## config.mk

```make
export PLATFORM = sky130hd
export DESIGN_NAME = ivu_core
export DESIGN_NICKNAME = d
export VERILOG_FILES = /design/src/rtl/ivu_pkg.sv /design/src/rtl/ivu_edge_latch.sv /design/src/rtl/ivu_arbiter.sv /design/src/rtl/ivu_core.sv
export SDC_FILE = /design/constraint.sdc
export NUM_CORES = 1
export LEC_CHECK = 0
export BUFFER_PORTS_ARGS = -buffer_cell sky130_fd_sc_hd__buf_4
export CORE_ASPECT_RATIO = 1.5
export CORE_MARGIN = 8
export CORE_UTILIZATION = 35
export CTS_CLUSTER_DIAMETER = 150
export DETAILED_ROUTE_END_ITERATION = 6
export PLACE_DENSITY = 0.7
export SLEW_MARGIN = 20
export SYNTH_ARGS = -nofsm -noshare
export SYNTH_HDL_FRONTEND = slang
export SYNTH_SLANG_ARGS = --single-unit
```

## constraint.sdc

```tcl
create_clock -name clk -period 1.79 [get_ports clk]
set_input_delay 0.179 -clock clk [delete_from_list [all_inputs] [get_ports clk]]
set_output_delay 0.179 -clock clk [all_outputs]
set_load 0.02 [all_outputs]
```

## src/rtl/ivu_pkg.sv

```systemverilog
package ivu_pkg;
    localparam int VEC_W   = 16;
    localparam int MSK_W   = 3;
    localparam int NUM_W   = 3;
    localparam int STAT_W  = 8;
    localparam int EDGE_N  = 2;

    localparam logic [VEC_W-1:0] TRAP_VEC = 16'h0024;
    localparam logic [VEC_W-1:0] R55_VEC  = 16'h002C;
    localparam logic [VEC_W-1:0] R65_VEC  = 16'h0034;
    localparam logic [VEC_W-1:0] R75_VEC  = 16'h003C;
    localparam logic [VEC_W-1:0] INTR_VEC = 16'h0038;

    typedef enum logic [2:0] {
        SRC_NONE, SRC_TRAP, SRC_R75, SRC_R65, SRC_R55, SRC_INTR, SRC_SOFT
    } src_e;

    typedef struct packed {
        logic [MSK_W-1:0] mask;
        logic             ie;
        logic             r55;
        logic             r65;
        logic             intr;
        logic             valid;
        logic [VEC_W-1:0] vec;
        src_e             src;
    } ivu_state_t;

    function automatic logic [VEC_W-1:0] soft_vec(input logic [NUM_W-1:0] n);
        return VEC_W'({n, 3'b000});
    endfunction

    function automatic logic is_maskable(input src_e s);
        return (s == SRC_R75) || (s == SRC_R65) || (s == SRC_R55) || (s == SRC_INTR);
    endfunction
endpackage

```

## src/rtl/ivu_edge_latch.sv

```systemverilog
module ivu_edge_latch (
    input  logic clk,
    input  logic rst_n,
    input  logic level_i,
    input  logic clear_i,
    output logic pend_o
);
    logic prev_d, prev_q;
    logic pend_d, pend_q;
    logic rise;

    always_comb begin
        rise   = level_i && !prev_q;
        prev_d = level_i;
        pend_d = pend_q;
        if (clear_i) pend_d = 1'b0;
        if (rise)    pend_d = 1'b1;
    end

    always_ff @(posedge clk or negedge rst_n) begin
        if (!rst_n) begin
            prev_q <= 1'b0;
            pend_q <= 1'b0;
        end else begin
            prev_q <= prev_d;
            pend_q <= pend_d;
        end
    end

    assign pend_o = pend_q;


    edge_catch_chk: assert property (@(posedge clk) disable iff (!rst_n)
        (level_i && !prev_q) |=> pend_q);


    clear_only_chk: assert property (@(posedge clk) disable iff (!rst_n)
        (!pend_q && !(level_i && !prev_q)) |=> !pend_q);
endmodule

```

## src/rtl/ivu_arbiter.sv

```systemverilog
module ivu_arbiter
    import ivu_pkg::*;
(
    input  logic             trap_p,
    input  logic             r75_p,
    input  logic             r65_p,
    input  logic             r55_p,
    input  logic             intr_p,
    input  logic             ie,
    input  logic [MSK_W-1:0] mask,
    input  logic             soft_req,
    input  logic [NUM_W-1:0] soft_num,
    output logic             hit,
    output src_e             src,
    output logic [VEC_W-1:0] vec
);
    logic [5:0] grant;

    always_comb begin
        grant = '0;
        src   = SRC_NONE;
        vec   = '0;
        if (trap_p) begin
            grant[0] = 1'b1; src = SRC_TRAP; vec = TRAP_VEC;
        end else if (ie && r75_p && !mask[2]) begin
            grant[1] = 1'b1; src = SRC_R75;  vec = R75_VEC;
        end else if (ie && r65_p && !mask[1]) begin
            grant[2] = 1'b1; src = SRC_R65;  vec = R65_VEC;
        end else if (ie && r55_p && !mask[0]) begin
            grant[3] = 1'b1; src = SRC_R55;  vec = R55_VEC;
        end else if (ie && intr_p) begin
            grant[4] = 1'b1; src = SRC_INTR; vec = INTR_VEC;
        end else if (soft_req) begin
            grant[5] = 1'b1; src = SRC_SOFT; vec = soft_vec(soft_num);
        end
        hit = |grant;
    end


    always_comb begin
        one_grant_chk: assert ($onehot0(grant));
    end
endmodule

```

## src/rtl/ivu_core.sv

```systemverilog
module ivu_core
    import ivu_pkg::*;
(
    input  logic              clk,
    input  logic              rst_n,
    input  logic              trap_i,
    input  logic              rq75_i,
    input  logic              rq65_i,
    input  logic              rq55_i,
    input  logic              intr_i,
    input  logic              ie_set_i,
    input  logic              ie_clr_i,
    input  logic              mask_we_i,
    input  logic [STAT_W-1:0] mask_wdata_i,
    output logic [STAT_W-1:0] status_o,
    output logic [MSK_W-1:0]  mask_o,
    input  logic              boundary_i,
    input  logic              soft_req_i,
    input  logic [NUM_W-1:0]  soft_num_i,
    output logic              vec_valid_o,
    output logic [VEC_W-1:0]  vec_addr_o,
    input  logic              ack_i
);
    ivu_state_t st_d, st_q;

    logic [EDGE_N-1:0] edge_in, edge_clr, edge_pend;
    logic              trap_pend, r75_pend;
    logic              win_hit;
    src_e              win_src;
    logic [VEC_W-1:0]  win_vec;
    logic              unused_wbits;

    assign unused_wbits = ^{mask_wdata_i[7:4]};

    assign edge_in   = {rq75_i, trap_i};
    assign trap_pend = edge_pend[0];
    assign r75_pend  = edge_pend[1];

    for (genvar g = 0; g < EDGE_N; g++) begin : g_edge
        ivu_edge_latch u_latch (
            .clk     (clk),
            .rst_n   (rst_n),
            .level_i (edge_in[g]),
            .clear_i (edge_clr[g]),
            .pend_o  (edge_pend[g])
        );
    end

    ivu_arbiter u_arb (
        .trap_p   (trap_pend),
        .r75_p    (r75_pend),
        .r65_p    (st_q.r65),
        .r55_p    (st_q.r55),
        .intr_p   (st_q.intr),
        .ie       (st_q.ie),
        .mask     (st_q.mask),
        .soft_req (soft_req_i),
        .soft_num (soft_num_i),
        .hit      (win_hit),
        .src      (win_src),
        .vec      (win_vec)
    );

    always_comb begin
        st_d     = st_q;
        edge_clr = '0;
        st_d.r55  = rq55_i;
        st_d.r65  = rq65_i;
        st_d.intr = intr_i;
        if (mask_we_i && mask_wdata_i[3]) st_d.mask = mask_wdata_i[MSK_W-1:0];
        if (ie_set_i)      st_d.ie = 1'b1;
        else if (ie_clr_i) st_d.ie = 1'b0;
        if (st_q.valid) begin
            if (ack_i) begin
                st_d.valid = 1'b0;
                if (st_q.src == SRC_TRAP) edge_clr[0] = 1'b1;
                if (st_q.src == SRC_R75)  edge_clr[1] = 1'b1;
                if (is_maskable(st_q.src)) st_d.ie = 1'b0;
            end
        end else if (boundary_i && win_hit) begin
            st_d.valid = 1'b1;
            st_d.vec   = win_vec;
            st_d.src   = win_src;
        end
    end

    always_ff @(posedge clk or negedge rst_n) begin
        if (!rst_n) begin
            st_q       <= '0;
            st_q.mask  <= '1;
            st_q.src   <= SRC_NONE;
        end else begin
            st_q <= st_d;
        end
    end

    assign status_o    = {2'b00, st_q.intr, trap_pend, st_q.ie, r75_pend, st_q.r65, st_q.r55};
    assign mask_o      = st_q.mask;
    assign vec_valid_o = st_q.valid;
    assign vec_addr_o  = st_q.vec;


    vec_hold_chk: assert property (@(posedge clk) disable iff (!rst_n)
        (st_q.valid && !ack_i) |=> (st_q.valid && $stable(st_q.vec)));


    ack_drop_chk: assert property (@(posedge clk) disable iff (!rst_n)
        (st_q.valid && ack_i) |=> !st_q.valid);


    mask_keep_chk: assert property (@(posedge clk) disable iff (!rst_n)
        !(mask_we_i && mask_wdata_i[3]) |=> $stable(st_q.mask));


    ie_drop_chk: assert property (@(posedge clk) disable iff (!rst_n)
        (st_q.valid && ack_i && is_maskable(st_q.src)) |=> !st_q.ie);


    trap_first_chk: assert property (@(posedge clk) disable iff (!rst_n)
        (boundary_i && !st_q.valid && trap_pend) |=> (st_q.valid && st_q.vec == TRAP_VEC));


    ie_gate_chk: assert property (@(posedge clk) disable iff (!rst_n)
        (boundary_i && !st_q.valid && !st_q.ie && !trap_pend && !soft_req_i) |=> !st_q.valid);
endmodule

```

==> impl_metrics.csv, run 1 <==
group,metric,value,unit
global_routing,grt_overflow,0,
worst_setup_path,crit_start,"mask_o[0]",
sta,fin_crit,1.69,ns
pwr,clkPwrFrac,0.183,
detailed_routing,wirelength,2330,µm
floorplanning,die_area,5350,µm²
pwr,leakage,0.650,nW
placement,portBuffers,33,
logic_synthesis,synthCells,105,
finish,synthToLayoutAreaGrowth,17.6,%
clocking,cts_tree,"built",
sta,finalSetupViolations,0,
global_routing,grt_pass1_vias,839,
floorplanning,die_h,85.7,µm
pwr,internal-power,1.00,mW
worst_setup_path,r2r_setup_slack,0.1,ns
worst_setup_path,rr_endpoint,"vec_addr_o[5]",
logic_synthesis,avgSynthCellArea,10.8,µm²
worst_setup_path,cp_slowest_stage_delay,0.55,ns
status,outcome,"completed",
clocking,worstSkewPairLatency,0.25,ns
min_path,hold_class,"in -> reg",
logic_synthesis,synth_flop_cell,"dfrtp_1",
sta,fin_tns_setup,0,ns
detailed_routing,dr.pass1.iters,4,
clocking,numCtsBuffers,3,
pwr,peakVddDrop,0.000706,V
worst_setup_path,crit_chain,"and2b_1 > o41ai_1 > nand2_1 > mux2_4",
floorplanning,die_w,62.4,µm
flow_run,drv_cap,0,
logic_synthesis,synth_edf_count,0,
worst_setup_path,end_kind,"register",
sta,maxSlewHeadroom,0.659,
worst_setup_path,critPathMaxFanout,4,
global_routing,gr-usage-all-layers,0.0900,
detailed_routing,wl_per_cell,13.8,µm
worst_setup_path,crit_end,"vec_addr_o[5]",
pwr,p_per_area,1180,nW/µm²
placement,place_hpwl,1940,µm
global_routing,antenna_found_initial,0,
floorplanning,io_pins,52,
sta,finalHoldViolCount,0,
floorplanning,fp-row-count,25,
finish,num_antenna_cells,0,
detailed_routing,drt_iter0_markers,7,
finish,drive_gt1_frac,0.438,
placement,placed_area,1270,µm²
clocking,clk_pin_slew,0.07,ns
detailed_routing,via_per_inst,4.44,
finish,stdcell_area,1330,µm²
sta,max_freq,591,MHz
worst_setup_path,r2r_cells,4,
floorplanning,start_util,0.362,
sta,worst_pin_slew,0.504,ns
min_path,min_path_cells,1,
detailed_routing,vias,746,
logic_synthesis,synthArstFlopShare,1.00,
pwr,p_sw,0.566,mW
placement,gp_congestion,0.759,
clocking,cts_max_level,1,
detailed_routing,ant_nets,0,
logic_synthesis,yosysWarnings,0,
worst_setup_path,critPathArrivalTime,1.83,ns
detailed_routing,route.detailed.drc,0,
clocking,clk_path_buf_depth,2,
clocking,root_buffer,"clkbuf_8",
clocking,clock_sinks,19,
logic_synthesis,yosysSeqAreaShare,0.423,
worst_setup_path,r2r-start,"mask_o[0]",
global_routing,grt_pass1_wl,3900,µm
finish,final_common_cell,"buf_4",
floorplanning,core_area,3130,µm²
global_routing,grt_max_degree,20,
logic_synthesis,synth_cell_types,32,
sta,clock_skew,0.00248,ns
worst_setup_path,required,1.93,ns
logic_synthesis,syn-cell-area,1130,µm²
finish,fin_nets,153,
finish,layout_common_cells,"buf_4, dfrtp_1, conb_1, inv_1",
worst_setup_path,crit_type,"reg -> reg",
logic_synthesis,ys_seq_elements,19,
pwr,swShare,0.360,
worst_setup_path,startpoint_type,"register",
worst_setup_path,worst_path_max_delay_cell,"dfstp_2",
sta,rsz0062_at_grt,"false",
sta,finalMaxSlewViolations,0,
pwr,pwr-share-comb,0.394,
pwr,p_seq_frac,0.422,
sta,fin_crit_sh,0.946,
## cell type report
cell class,instances,area (µm²)
fill,331,1800
sequential,19,479
multi-input combinational,63,464
clock buffer,3,41.3
inverter,7,26.3
tap,40,50.0
timing repair buffer,35,265
clock inverter,1,5.00
## metal layers
layer,GRT usage,vias to the layer above,wire [µm]
met2,0.162,22,1350
met3,0.0261,6,104
met5,0,-,0
li1,-,362,-
met4,0.0604,0,51
met1,0.0872,356,822
## cell usage after synthesis, types with 2 or more instances
| cell | count | area, µm² |
|---|---|---|
| buf_4 | 27 | 203 |
| dfrtp_1 | 16 | 400 |
| inv_1 | 7 | 26.3 |
| nand2_1 | 5 | 18.8 |
| o21ai_0 | 5 | 25.0 |
| a21oi_1 | 4 | 20.0 |
| mux2_4 | 4 | 60.1 |
| dfstp_2 | 3 | 78.8 |
| mux2_2 | 3 | 33.8 |
| nand2b_1 | 3 | 18.8 |
| o41ai_1 | 3 | 26.3 |
| a21o_2 | 2 | 17.5 |
| a31oi_1 | 2 | 12.5 |
| nor2b_4 | 2 | 27.5 |
| o31ai_1 | 2 | 15.0 |
## kinds of logic (layout without fill, tap and decap cells)
family	count (synthesis)	after routing	synth area share
buffers and inverters	36	46	0.210
DFF	19	19	0.423
muxes	8	8	0.0917
xor gates and xnor gates	1	1	0.00774
other	1	14	0.00331
and+or+nand+nor	16	16	0.0928
AOI/OAI and AO/OA	24	24	0.171
## power groups by stage
stage          Clock [mW]  Combinational, mW  Sequential [mW]
6_report            0.288              0.619            0.664
5_1_grt             0.329              0.675            0.680
4_1_cts             0.304              0.630            0.664
3_5_place_dp            0              0.627            0.671
3_3_place_gp            0              0.611            0.663
2_1_floorplan           0              0.550            0.626
## state kept, by name, summed over array words and instances (netlist names)
signal	flops
g_edge.u_latch.prev_q	2
vec_valid_o	1
g_edge.u_latch.pend_o	2
mask_o	3
vec_addr_o	4
st_q	3
status_o	4
## through the flow
step | total power [mW] | hold slack [ns] | util | worst slack, ns | std cells
2_1_floorplan | 1.18 | -0.117 | - | 0.234 | 118
3_3_place_gp | 1.27 | 0.0634 | 0.408 | 0.156 | 163
3_5_place_dp | 1.30 | 0.0680 | 0.408 | 0.122 | 163
4_1_cts | 1.60 | 0.0240 | 0.426 | 0.115 | 168
5_1_grt | 1.68 | 0.0177 | 0.426 | 0.0690 | 168
6_report | 1.57 | 0.0329 | 0.426 | 0.0968 | 168
## worst min-delay path by stage
| stage | from | end |
|---|---|---|
| final | rq55_i | status_o[0] |
| after global routing | rq65_i | status_o[1] |
| after CTS | rq55_i | status_o[0] |
| after detailed placement | rst_n | vec_valid_o |
| after global placement | rst_n | g_edge[0].u_latch.prev_q |
| after floorplan | rst_n | g_edge[0].u_latch.pend_o |
## worst max-delay path, delay by kind of cell (launching register included)
family | cells | cell delay (ns)
AOI/OAI and AO/OA | 1 | 0.44
muxes | 1 | 0.27
DFF | 1 | 0.55
and+or+nand+nor | 2 | 0.32
## repair_timing
action                                  in CTS  in global routing
buffers inserted                             0                  0
endpoints found under the setup margin       0                  0
resized for setup                            0                  0
hold buffers                                 1                  0
hold endpoints to repair                    16                  0
No activity file was read; power rests on OpenSTA's default activity.
==> run 2, diff against run 1 <==
- CORE_MARGIN: 8 -> default
==> impl_metrics.csv, run 2 (synthesis gave the netlist of run 1 again) <==
group,metric,value,unit
status,outcome,"completed",
finish,layout_common_cells,"buf_4, dfrtp_1, conb_1, inv_1",
worst_setup_path,cp.depth,4,
worst_setup_path,startpoint_type,"register",
finish,drive_gt1_frac,0.438,
global_routing,antenna_found_initial,0,
pwr,peakVddDrop,0.000702,V
worst_setup_path,worst_path_max_delay_cell,"dfstp_2",
clocking,clk_path_buf_depth,2,
detailed_routing,wl_per_cell,11.9,µm
clocking,root_buffer,"clkbuf_8",
worst_setup_path,crit_chain,"and2b_1 > o41ai_1 > nand2_1 > mux2_4",
finish,num_antenna_cells,0,
floorplanning,die_area,3470,µm²
min_path,hold_class,"in -> reg",
floorplanning,die_w,48.4,µm
sta,fin_ws,0.126,ns
sta,max_freq,601,MHz
floorplanning,core_area,3000,µm²
placement,dp_cells,162,
placement,portBuffers,33,
sta,clock_skew,0.00358,ns
sta,fin_crit,1.66,ns
detailed_routing,dr.pass1.iters,4,
worst_setup_path,path_buf_inv,0,
sta,fin_crit_sh,0.930,
worst_setup_path,required,1.93,ns
clocking,clock_sinks,19,
flow_run,drv_cap,0,
min_path,min_path_cells,1,
detailed_routing,route.detailed.drc,0,
clocking,clk_pin_slew,0.08,ns
worst_setup_path,critPathMaxFanout,4,
sta,finalMaxSlewViolations,0,
detailed_routing,vias,752,
worst_setup_path,cp_slowest_stage_delay,0.55,ns
clocking,hold_buffers,1,
worst_setup_path,r2r_cells,4,
pwr,p_per_area,1180,nW/µm²
global_routing,gr-usage-all-layers,0.117,
placement,gp_congestion,0.737,
finish,fin_nets,153,
placement,dpl_worst_slack,0.127,ns
global_routing,grt_overflow,0,
worst_setup_path,end_kind,"register",
sta,finalHoldViolCount,0,
clocking,cts_max_level,1,
global_routing,grt_pass1_wl,3250,µm
clocking,numCtsBuffers,3,
global_routing,grt_pass1_vias,779,
global_routing,grt_max_degree,20,
worst_setup_path,critPathArrivalTime,1.81,ns
worst_setup_path,crit_type,"reg -> reg",
detailed_routing,ant_nets,0,
worst_setup_path,cp_top_family,"flip-flops",
placement,place_hpwl,1570,µm
finish,final_common_cell,"buf_4",
floorplanning,fp-row-count,24,
sta,timing.hold.ws,0.0320,ns
detailed_routing,via_per_inst,4.50,
detailed_routing,drt_iter0_markers,21,
sta,rsz0062_at_grt,"false",
clocking,worstSkewPairLatency,0.25,ns
sta,fin_tns_setup,0,ns
sta,finalSetupViolations,0,
finish,synthToLayoutAreaGrowth,17.5,%
clocking,post-cts-setup-buffers,0,
clocking,cts_resized,0,
floorplanning,die_h,71.7,µm
finish,final_cells,167,
pwr,totalPowerFinal,1.56,mW
floorplanning,start_util,0.377,
detailed_routing,wirelength,1980,µm
pwr,leakage,0.650,nW
clocking,cts_tree,"built",
floorplanning,io_pins,52,
-- run 2: per-stage QoR --
stage	area, µm²	util
final	1330	0.443
after CTS	1330	0.443
after floorplan	1180	-
after global routing	1330	0.443
after detailed placement	1270	0.424
after global placement	1270	0.424
-- run 2: worst paths after layout --
kind,start,to,slack [ns]
worst max register to register,mask_o[0],vec_addr_o[5],0.13
worst max-delay path,mask_o[0],vec_addr_o[5],0.13
max in group asynchronous,rst_n,mask_o[2],1.20
min in group asynchronous,rst_n,g_edge[1].u_latch.pend_o,0.33
worst min-delay path,intr_i,status_o[5],0.03
worst min register to register,g_edge[1].u_latch.prev_q,g_edge[1].u_latch.pend_o,0.42
-- run 2: worst reg2reg max path, cell delays in order (launching register included) --
cell	delay (ns)
dfstp_2	0.55
and2b_1	0.23
o41ai_1	0.41
nand2_1	0.10
mux2_4	0.27
-- run 2: layout make-up --
type,instances,area (µm²)
Multi-Input combinational cell,63,464
Sequential cell,19,479
Tap cell,39,48.8
Clock buffer,3,41.3
Inverter,7,26.3
Clock inverter,1,5.00
Timing Repair Buffer,35,265
Fill cell,299,1670
-- run 2: where the power goes --
group / internal [mW] / switching (mW) / total, mW / leakage (nW)
clock network: 0.154 / 0.144 / 0.298 / 0.0255
registers: 0.544 / 0.125 / 0.669 / 0.214
logic: 0.300 / 0.297 / 0.597 / 0.410
-- run 2: routing by layer --
metal	track usage	up-vias	routed length [µm]
met5	0	-	0
met4	0.0294	0	0
met3	0.0149	0	104
met2	0.225	35	1070
met1	0.136	354	805
li1	-	363	-
